==> src/rtl/i2cw_pkg.sv <==
package i2cw_pkg;
    typedef enum logic [2:0] {
        ST_IDLE,
        ST_ADDR,
        ST_ADDR_ACK,
        ST_WR_BYTE,
        ST_WR_ACK,
        ST_RD_BYTE,
        ST_RD_ACK,
        ST_IGNORE
    } i2cw_state_e;
endpackage

==> src/rtl/i2cw_sync_det.sv <==
module i2cw_sync_det #(
    parameter int SYNC_STAGES = 2
) (
    input  logic clk,
    input  logic rst_n,
    input  logic scl_i,
    input  logic sda_i,
    output logic scl_s,
    output logic sda_s,
    output logic scl_rise,
    output logic scl_fall,
    output logic start_det,
    output logic stop_det
);
    logic [SYNC_STAGES-1:0] scl_pipe;
    logic [SYNC_STAGES-1:0] sda_pipe;
    logic                   scl_q;
    logic                   sda_q;

    generate
        if (SYNC_STAGES == 1) begin : g_one
            always_ff @(posedge clk or negedge rst_n) begin
                if (!rst_n) begin
                    scl_pipe <= '1;
                    sda_pipe <= '1;
                end else begin
                    scl_pipe <= scl_i;
                    sda_pipe <= sda_i;
                end
            end
        end else begin : g_many
            always_ff @(posedge clk or negedge rst_n) begin
                if (!rst_n) begin
                    scl_pipe <= '1;
                    sda_pipe <= '1;
                end else begin
                    scl_pipe <= {scl_pipe[SYNC_STAGES-2:0], scl_i};
                    sda_pipe <= {sda_pipe[SYNC_STAGES-2:0], sda_i};
                end
            end
        end
    endgenerate

    always_ff @(posedge clk or negedge rst_n) begin
        if (!rst_n) begin
            scl_q <= 1'b1;
            sda_q <= 1'b1;
        end else begin
            scl_q <= scl_pipe[SYNC_STAGES-1];
            sda_q <= sda_pipe[SYNC_STAGES-1];
        end
    end

    assign scl_s     = scl_pipe[SYNC_STAGES-1];
    assign sda_s     = sda_pipe[SYNC_STAGES-1];
    assign scl_rise  = scl_s & ~scl_q;
    assign scl_fall  = ~scl_s & scl_q;
    assign start_det = scl_s & scl_q & sda_q & ~sda_s;
    assign stop_det  = scl_s & scl_q & ~sda_q & sda_s;
endmodule

==> src/rtl/i2cw_rx_file.sv <==
module i2cw_rx_file #(
    parameter int FILE_BYTES = 64,
    localparam int WORDS = FILE_BYTES / 4,
    localparam int IDX_W = $clog2(WORDS),
    localparam int PTR_W = $clog2(FILE_BYTES)
) (
    input  logic             clk,
    input  logic             rst_n,
    input  logic             we,
    input  logic [PTR_W-1:0] widx,
    input  logic [7:0]       wbyte,
    input  logic [IDX_W-1:0] ridx,
    output logic [31:0]      rdata
);
    logic [31:0] mem [WORDS];

    always_ff @(posedge clk or negedge rst_n) begin
        if (!rst_n) begin
            for (int w = 0; w < WORDS; w++) mem[w] <= '0;
        end else if (we) begin
            mem[widx[PTR_W-1:2]][{widx[1:0], 3'b000} +: 8] <= wbyte;
        end
    end

    assign rdata = mem[ridx];
endmodule

==> src/rtl/i2cw_tx_file.sv <==
module i2cw_tx_file #(
    parameter int FILE_BYTES = 64,
    localparam int WORDS = FILE_BYTES / 4,
    localparam int IDX_W = $clog2(WORDS),
    localparam int PTR_W = $clog2(FILE_BYTES)
) (
    input  logic             clk,
    input  logic             rst_n,
    input  logic             we,
    input  logic [IDX_W-1:0] widx,
    input  logic [31:0]      wdata,
    input  logic [PTR_W-1:0] rptr,
    output logic [7:0]       rbyte
);
    logic [31:0] mem [WORDS];
    logic [31:0] word_sel;

    always_ff @(posedge clk or negedge rst_n) begin
        if (!rst_n) begin
            for (int w = 0; w < WORDS; w++) mem[w] <= '0;
        end else if (we) begin
            mem[widx] <= wdata;
        end
    end

    assign word_sel = mem[rptr[PTR_W-1:2]];
    assign rbyte    = word_sel[{rptr[1:0], 3'b000} +: 8];
endmodule

==> src/rtl/i2cw_ctrl.sv <==
module i2cw_ctrl
    import i2cw_pkg::*;
#(
    parameter logic [6:0] TARGET_ADDR = 7'h50,
    parameter int         PTR_W       = 6
) (
    input  logic             clk,
    input  logic             rst_n,
    input  logic             scl_rise,
    input  logic             scl_fall,
    input  logic             start_det,
    input  logic             stop_det,
    input  logic             sda_s,
    input  logic [7:0]       tx_byte,
    output logic             sda_oe,
    output logic             rx_we,
    output logic [PTR_W-1:0] rx_widx,
    output logic [7:0]       rx_byte,
    output logic [PTR_W-1:0] wptr,
    output logic [PTR_W-1:0] rd_ptr,
    output logic [PTR_W+2:0] bitpos,
    output logic             wr_done
);
    i2cw_state_e state, state_nx;
    logic [3:0]  bitcnt;
    logic [7:0]  shreg;
    logic [7:0]  txsh;
    logic        rw;
    logic        wr_act;
    logic        addr_hit;

    assign addr_hit = (shreg[7:1] == TARGET_ADDR);

    always_ff @(posedge clk or negedge rst_n) begin
        if (!rst_n) state <= ST_IDLE;
        else        state <= state_nx;
    end

    always_comb begin
        state_nx = state;
        if (start_det) begin
            state_nx = ST_ADDR;
        end else if (stop_det) begin
            state_nx = ST_IDLE;
        end else begin
            unique case (state)
                ST_IDLE:     state_nx = ST_IDLE;
                ST_ADDR:     if (scl_fall && bitcnt == 4'd8)
                                 state_nx = addr_hit ? ST_ADDR_ACK : ST_IGNORE;
                ST_ADDR_ACK: if (scl_fall)
                                 state_nx = rw ? ST_RD_BYTE : ST_WR_BYTE;
                ST_WR_BYTE:  if (scl_fall && bitcnt == 4'd8)
                                 state_nx = ST_WR_ACK;
                ST_WR_ACK:   if (scl_fall)
                                 state_nx = ST_WR_BYTE;
                ST_RD_BYTE:  if (scl_fall && bitcnt == 4'd7)
                                 state_nx = ST_RD_ACK;
                ST_RD_ACK:   if (scl_rise && sda_s)
                                 state_nx = ST_IGNORE;
                             else if (scl_fall)
                                 state_nx = ST_RD_BYTE;
                ST_IGNORE:   state_nx = ST_IGNORE;
                default:     state_nx = ST_IDLE;
            endcase
        end
    end

    always_ff @(posedge clk or negedge rst_n) begin
        if (!rst_n) begin
            bitcnt  <= '0;
            shreg   <= '0;
            txsh    <= '0;
            rw      <= 1'b0;
            wr_act  <= 1'b0;
            sda_oe  <= 1'b0;
            rx_we   <= 1'b0;
            rx_widx <= '0;
            rx_byte <= '0;
            wptr    <= '0;
            rd_ptr  <= '0;
            bitpos  <= '0;
            wr_done <= 1'b0;
        end else begin
            rx_we   <= 1'b0;
            wr_done <= 1'b0;
            if (start_det || stop_det) begin
                bitcnt  <= '0;
                shreg   <= '0;
                sda_oe  <= 1'b0;
                wr_done <= wr_act;
                wr_act  <= 1'b0;
            end else begin
                unique case (state)
                    ST_ADDR: begin
                        if (scl_rise) begin
                            shreg  <= {shreg[6:0], sda_s};
                            bitcnt <= bitcnt + 4'd1;
                        end else if (scl_fall && bitcnt == 4'd8 && addr_hit) begin
                            sda_oe <= 1'b1;
                            rw     <= shreg[0];
                        end
                    end
                    ST_ADDR_ACK: begin
                        if (scl_fall) begin
                            bitcnt <= '0;
                            if (!rw) begin
                                sda_oe <= 1'b0;
                                wr_act <= 1'b1;
                            end else begin
                                sda_oe <= ~tx_byte[7];
                                txsh   <= tx_byte;
                                bitpos <= {rd_ptr, 3'd0};
                            end
                        end
                    end
                    ST_WR_BYTE: begin
                        if (scl_rise) begin
                            shreg  <= {shreg[6:0], sda_s};
                            bitcnt <= bitcnt + 4'd1;
                        end else if (scl_fall && bitcnt == 4'd8) begin
                            rx_we   <= 1'b1;
                            rx_widx <= wptr;
                            rx_byte <= shreg;
                            wptr    <= wptr + 1'b1;
                            sda_oe  <= 1'b1;
                        end
                    end
                    ST_WR_ACK: begin
                        if (scl_fall) begin
                            sda_oe <= 1'b0;
                            bitcnt <= '0;
                        end
                    end
                    ST_RD_BYTE: begin
                        if (scl_fall) begin
                            if (bitcnt == 4'd7) begin
                                sda_oe <= 1'b0;
                                rd_ptr <= rd_ptr + 1'b1;
                            end else begin
                                bitcnt <= bitcnt + 4'd1;
                                sda_oe <= ~txsh[6];
                                txsh   <= {txsh[6:0], 1'b0};
                                bitpos <= {rd_ptr, 3'(bitcnt[2:0] + 3'd1)};
                            end
                        end
                    end
                    ST_RD_ACK: begin
                        if (scl_fall && !(scl_rise && sda_s)) begin
                            bitcnt <= '0;
                            sda_oe <= ~tx_byte[7];
                            txsh   <= tx_byte;
                            bitpos <= {rd_ptr, 3'd0};
                        end
                    end
                    ST_IDLE, ST_IGNORE: begin
                        sda_oe <= 1'b0;
                    end
                    default: sda_oe <= 1'b0;
                endcase
            end
        end
    end
endmodule

==> src/rtl/i2c_word_target.sv <==
module i2c_word_target #(
    parameter logic [6:0] TARGET_ADDR = 7'h50,
    parameter int         FILE_BYTES  = 64,
    parameter int         SYNC_STAGES = 2,
    localparam int WORDS = FILE_BYTES / 4,
    localparam int IDX_W = $clog2(WORDS),
    localparam int PTR_W = $clog2(FILE_BYTES)
) (
    input  logic             clk,
    input  logic             rst_n,
    input  logic             scl_i,
    input  logic             sda_i,
    output logic             sda_oe,
    input  logic             tx_we,
    input  logic [IDX_W-1:0] tx_widx,
    input  logic [31:0]      tx_wdata,
    input  logic [IDX_W-1:0] rx_ridx,
    output logic [31:0]      rx_rdata,
    output logic [PTR_W-1:0] rx_wptr,
    output logic [PTR_W+2:0] tx_bitpos,
    input  logic             int_en,
    input  logic             int_clr,
    output logic             int_status,
    output logic             irq
);
    logic             scl_s, sda_s, scl_rise, scl_fall, start_det, stop_det;
    logic [7:0]       tx_byte;
    logic             rx_we;
    logic [PTR_W-1:0] rx_widx;
    logic [7:0]       rx_byte;
    logic [PTR_W-1:0] rd_ptr;
    logic             wr_done;

    i2cw_sync_det #(.SYNC_STAGES(SYNC_STAGES)) u_sync (
        .clk(clk), .rst_n(rst_n), .scl_i(scl_i), .sda_i(sda_i),
        .scl_s(scl_s), .sda_s(sda_s), .scl_rise(scl_rise), .scl_fall(scl_fall),
        .start_det(start_det), .stop_det(stop_det)
    );

    i2cw_ctrl #(.TARGET_ADDR(TARGET_ADDR), .PTR_W(PTR_W)) u_ctrl (
        .clk(clk), .rst_n(rst_n), .scl_rise(scl_rise), .scl_fall(scl_fall),
        .start_det(start_det), .stop_det(stop_det), .sda_s(sda_s),
        .tx_byte(tx_byte), .sda_oe(sda_oe), .rx_we(rx_we), .rx_widx(rx_widx),
        .rx_byte(rx_byte), .wptr(rx_wptr), .rd_ptr(rd_ptr), .bitpos(tx_bitpos),
        .wr_done(wr_done)
    );

    i2cw_rx_file #(.FILE_BYTES(FILE_BYTES)) u_rx (
        .clk(clk), .rst_n(rst_n), .we(rx_we), .widx(rx_widx), .wbyte(rx_byte),
        .ridx(rx_ridx), .rdata(rx_rdata)
    );

    i2cw_tx_file #(.FILE_BYTES(FILE_BYTES)) u_tx (
        .clk(clk), .rst_n(rst_n), .we(tx_we), .widx(tx_widx), .wdata(tx_wdata),
        .rptr(rd_ptr), .rbyte(tx_byte)
    );

    always_ff @(posedge clk or negedge rst_n) begin
        if (!rst_n)        int_status <= 1'b0;
        else if (wr_done)  int_status <= 1'b1;
        else if (int_clr)  int_status <= 1'b0;
    end

    assign irq = int_status & int_en;
endmodule

==> config.mk <==
export PLATFORM = sky130hd
export DESIGN_NAME = i2c_word_target
export DESIGN_NICKNAME = d
export VERILOG_FILES = /design/src/rtl/i2cw_pkg.sv /design/src/rtl/i2cw_sync_det.sv /design/src/rtl/i2cw_rx_file.sv /design/src/rtl/i2cw_tx_file.sv /design/src/rtl/i2cw_ctrl.sv /design/src/rtl/i2c_word_target.sv
export SDC_FILE = /design/constraint.sdc
export NUM_CORES = 2
export LEC_CHECK = 0
export BUFFER_PORTS_ARGS = -buffer_cell sky130_fd_sc_hd__buf_2
export CAP_MARGIN = 5
export CORE_MARGIN = 3
export CORE_UTILIZATION = 45
export CTS_BUF_LIST = sky130_fd_sc_hd__clkbuf_4
export DETAILED_ROUTE_END_ITERATION = 16
export PLACE_DENSITY_LB_ADDON = 0.1
export SETUP_SLACK_MARGIN = 0.4
export SYNTH_ARGS = -nofsm -noshare
export SYNTH_HDL_FRONTEND = slang
export SYNTH_SLANG_ARGS = --single-unit
==> constraint.sdc <==
create_clock -name clk -period 2.3 [get_ports clk]
set_input_delay 0.23 -clock clk [delete_from_list [all_inputs] [get_ports clk]]
set_output_delay 0.23 -clock clk [all_outputs]
set_load 0.02 [all_outputs]
# Yosys cells after proc, flatten, opt, wreduce, memory -nomap -nowiden
# Index checks and enable logic that the tools add are counted.
# word_totals
ff_bits,1093
inputBits,47
out_inout_bits,50
wordCells,216
# op_classes
n_addsub,5
magnitude_cmp,6
n_eq_ne,33
shifts,3
n_mux,69
bitwise,20
reduce_logical,29
# op_table
cell,count
$bwmux W512,2
$bmux W32 S4,2
$demux W32 S4,2
$mux W32,6
$mux W9,5
$mux W7,5
$mux W3,11
$shift A8 B7 Y32 const A,1
$shiftx A32 B6 Y8,1
$shiftx A8 B7 Y32,1
$pmux W9 S3,1
$mux W4,6
$mux W8,3
$ne A3 B1 Y1 const B,8
$pmux W3 S8,1
$mux W1,22
$pmux W7 S3,1
$ge A5 B5 Y1 const B,4
$ne A4 B1 Y1 const B,5
$not A4 Y5,4
$pmux W4 S4,1
$add A6 B1 Y6 const B,2
$eq A3 B3 Y1 const B,4
$reduce_and A4 Y1,3
29 further kinds,64

# Depth between registers and ports, before layout
# logic_depth
ltp_word,10
depth_mapped,11
depth_no_buf,7

# Cells and area by module
# A second synthesis with hierarchy kept.
# hier_totals
cells_unflattened,3254
hier_area_um2,50509.7
# modules_own_cells
module,n_inst,cells_per_inst,area_each_um2,seq_area_each_um2
i2cw_rx_file,1,1497,24197.0,12812.3
i2cw_tx_file,1,1439,23087.1,12812.3
i2cw_ctrl,1,304,2992.9,1551.5
i2cw_sync_det,1,10,190.2,157.7
i2c_word_target,1,4,42.5,25.0

# Least setup slack after synthesis
# No wires, ideal clock.
# synth_timing
path_kind,input to output
startpoint,in rx_ridx[0]
endpoint,out rx_rdata[11]
arrival_ns,2.141
required_ns,2.070
setup_slack_ns,-0.071
cell_stages,4
path_buffers,2
cell_sequence,buf_2 > buf_1 > mux4_2 > mux4_2
# synth_between
elab_chain_len,4
# synth_rtl
item,line,text
start: declaration,i2c_word_target.sv:17,"input logic [IDX_W-1:0] rx_ridx,"
$not A4 Y5 (implied by the code),i2cw_rx_file.sv:25,assign rdata = mem[ridx];
$bmux W32 S4,i2cw_rx_file.sv:25,
$mux W32 (implied by the code) (2 in series),i2cw_rx_file.sv:25,
end: declaration,i2c_word_target.sv:18,"output logic [31:0] rx_rdata,"
# No other way between the ends. The select of a mux whose other input is x is not followed.

# Worst setup path in the final report
# layout_timing
startpoint,reg u_rx.mem[36] (netlist name)
endpoint,out rx_rdata[4]
# layout_between
elab_chain_len,3
# layout_rtl
item,line,text
start: declaration,i2cw_rx_file.sv:15,logic [31:0] mem [WORDS];
start signal: indexed assignment,i2cw_rx_file.sv:21,"mem[widx[PTR_W-1:2]][{widx[1:0], 3'b000} +: 8] <= wbyte;"
$bmux W32 S4,i2cw_rx_file.sv:25,
$mux W32 (implied by the code) (2 in series),i2cw_rx_file.sv:25,
# No other way between the ends. The select of a mux whose other input is x is not followed.

==> flow_summary.yaml <==
die:
  die_height_um: 333.9
  dieArea_sq_mm: 0.1115
  io_pins: 97
  die_x_um: 333.9
  row_count: 119
  initial_utilization_pct: 45.64
  core_area_sq_mm: 0.1060
sta:
  fmax_mhz: 337.9
  setup_tns_ps: -18870
  finalSetupViolCount: 35
  slew_viol_final: 0
  maxSlewHeadroom_pct: 42.65
  finalHoldViolCount: 0
  setup_ws_ps: -659.6
  whs_ps: 141.4
  worstMarginPinSlew_ps: 857.1
  period_needed_ps: 2960
  rsz0062_at_grt: "yes"
  fin_crit_sh_pct: 128.7
  clock-skew-final_ps: 47.30
power_and_ir_drop:
  p_seq_share_pct: 49.2
  switching_power_mw: 11.87
  p_comb_share_pct: 13.2
  p_per_area_mw_per_mm2: 784.0
  swShare_pct: 25.63
  p_int_mw: 34.45
  ir_worst_vdd_v: 0.0004679
  clockPowerShare_pct: 37.6
  p_leak_nw: 25.65
critical_path:
  worstSetupStartpointType: "flop"
  slowest_delay_ps: 550
  reg2reg_from: "u_ctrl.rd_ptr[2]"
  cp_slowest_cell: "mux4_2"
  crit_chain: "mux4_2, mux4_2, buf_6"
  crit_start: "u_rx.mem[36]"
  critPathArrivalTime_ps: 2730
  crit_top_cell: "mux4_2"
  required_ps: 2070
  path_max_fanout: 2
  critPathCaptureType: "primary output"
  setup.worst_path.class: "reg -> out"
detailed_routing:
  routed_wl_um: 133000
  antenna_left: 0
  viasPerCell: 5.443
  num_vias: 32260
  dr.first_iter.drc_count: 2020
  wl_per_cell_um: 22.44
  drcViolationCount: 0
  first_pass_iters: 5
worst_hold_path:
  min_from: "tx_wdata[15]"
  hold_path_class: "in -> reg"
yosys:
  synth_ff_type: "dfrtp_1"
  async_reset_ff_share_pct: 100.0
  postSynthAreaPerCell_sq_um: 12.82
  synth_top_cell_area_share_pct: 56.22
  synth-seq-cells: 1093
  synth_edf_count: 0
  synthTopCellsByArea: "dfrtp_1, mux2_2, mux4_2"
  synth_nets: 3830
  syn_area_sq_mm: 0.04838
  netlist_instances: 3774
  yosys_warnings: 0
  synth-seq-area-share_pct: 56.55
  yosysTopAreaCell: "dfrtp_1"
  yosysUniqueCellTypes: 58
clock_tree:
  cts_tree: "yes"
  insertion_delay_ps: 1130
  htree_levels: 5
  cts.path.max_buffers: 4
  cts_made_buffers: 313
  cts.sinks: 1093
  clockRootBuffer: "clkbuf_4"
  cts.clk_slew.worst_paths_ps: 80
grt:
  grt_pass1_vias: 33980
  grt_pass1_wl_um: 204800
  grt.total_usage_pct: 23.93
  overflow: 0
  grtUsageMet3_pct: 4.491
  top_usage_layer: "met2"
  use_met1_pct: 31.90
  antenna_found_initial: 7
  grtUsageMet2_pct: 39.49
  grt_max_degree: 105
run_status:
  status: "complete, but fails checks"
  violations: "negative setup slack"
layout:
  final_layout_size_suffix_gt1_share_pct: 41.77
  final_area_sq_mm: 0.05907
  synthToLayoutAreaGrowth_pct: 22.09
  postLayoutCoreUtil_pct: 55.72
  multi_input_area_sq_mm: 0.02063
  layout_commonest_cell: "dfrtp_1"
  seqCellArea_sq_mm: 0.02738
  nFillCells: 9071
  final_cell_mix: "dfrtp_1, nand2_1, mux2_2"
  nets: 4394
place:
  hpwl_um: 79980
  place.port_buffers: 96
  globalplace.congestion: 0.7911
  place_area_sq_mm: 0.05222
job:
  cap_violations: 0
[stage by stage]
step                      std cells  power, mW  setup slack (ps)
after floorplan                3774      26.49             181.5
after global placement         5222      28.39            -393.9
after detailed placement       5222      28.54            -403.7
after CTS                      5876      46.64            -837.6
after global routing           5927      48.78            -772.9
final                          5928      46.32            -659.6
[power by group through the flow]
stage | sequential (mW) | combinational, mW | clock (mW)
floorplan | 22.6 | 3.88 | 0
global placement | 23.0 | 5.35 | 0
detailed placement | 23.1 | 5.46 | 0
CTS | 22.7 | 5.89 | 18.0
global route | 23.0 | 6.65 | 19.1
finish | 22.8 | 6.12 | 17.4
[final timing paths]
check	end	slack, ps	depth (start not counted)
worst max register to register	u_ctrl.sda_oe	-90	7
worst max-delay path	rx_rdata[4]	-660	3
min in group asynchronous	u_rx.mem[377]	170	4
worst min-delay path	u_tx.mem[271]	140	3
worst min register to register	u_sync.sda_pipe[1]	350	0
max in group asynchronous	u_rx.mem[272]	1250	6
[state kept, by name, summed over array words and instances (netlist names), 4 cells and up]
| signal | flops |
|---|---|
| u_tx.mem | 512 |
| u_rx.mem | 512 |
| u_ctrl.bitpos | 9 |
| u_ctrl.bitcnt | 4 |
| u_ctrl.rd_ptr | 6 |
| u_ctrl.shreg | 8 |
| u_ctrl.rx_byte | 8 |
| u_ctrl.rx_widx | 6 |
| u_ctrl.wptr | 6 |
| u_ctrl.txsh | 7 |
[per-layer routing]
metal,share of wire [%],vias to the layer above
li1,-,14850
met1,44,16540
met2,50,665
met3,4.0,211
met4,2.4,6
met5,0.031,-
[synthesized netlist by cell type (16+ instances only)]
library cell	count
dfrtp_1	1087
buf_2	29
nor3_1	20
mux2_2	540
clkbuf_1	216
buf_1	36
nor2_1	52
a211oi_1	16
nand2_1	688
nand2b_1	18
o21ai_0	528
a22oi_1	24
a21oi_1	24
mux4_2	263
mux2i_1	52
[what timing repair did]
item,CTS,global route
setup buffers,52,45
resized for setup,231,114
pin swaps,33,39
gates cloned,5,5
hold endpoints to repair,1608,2
endpoints found under the setup margin,426,413
hold buffers,86,1
[area by class of cell]
cell class / instances / share of cell area (%)
Inverter: 12 / 0.08261
Sequential cell: 1093 / 46.35
Timing Repair Buffer: 539 / 9.356
Tap cell: 1391 / 2.946
Clock inverter: 55 / 0.5359
Multi-Input combinational cell: 2379 / 34.92
Antenna cell: 3 / 0.01271
Clock buffer: 456 / 5.795
[worst max-delay path, delay by kind of cell, from the launching register on]
family | cells | cell delay [ps]
buffers and inverters | 1 | 160
flip-flops | 1 | 380
multiplexers | 2 | 1040
[cell families after synthesis]
family,count (synthesis),synth area share (%)
adder cells (fa/ha/maj),9,0.2327
XOR/XNOR,13,0.2353
flip-flops,1093,56.55
AND/OR/NAND/NOR,854,7.181
buffers and inverters,302,2.521
AO/OA/AOI/OAI,644,7.179
multiplexers,859,26.10
No activity file was read; power rests on OpenSTA's default activity.
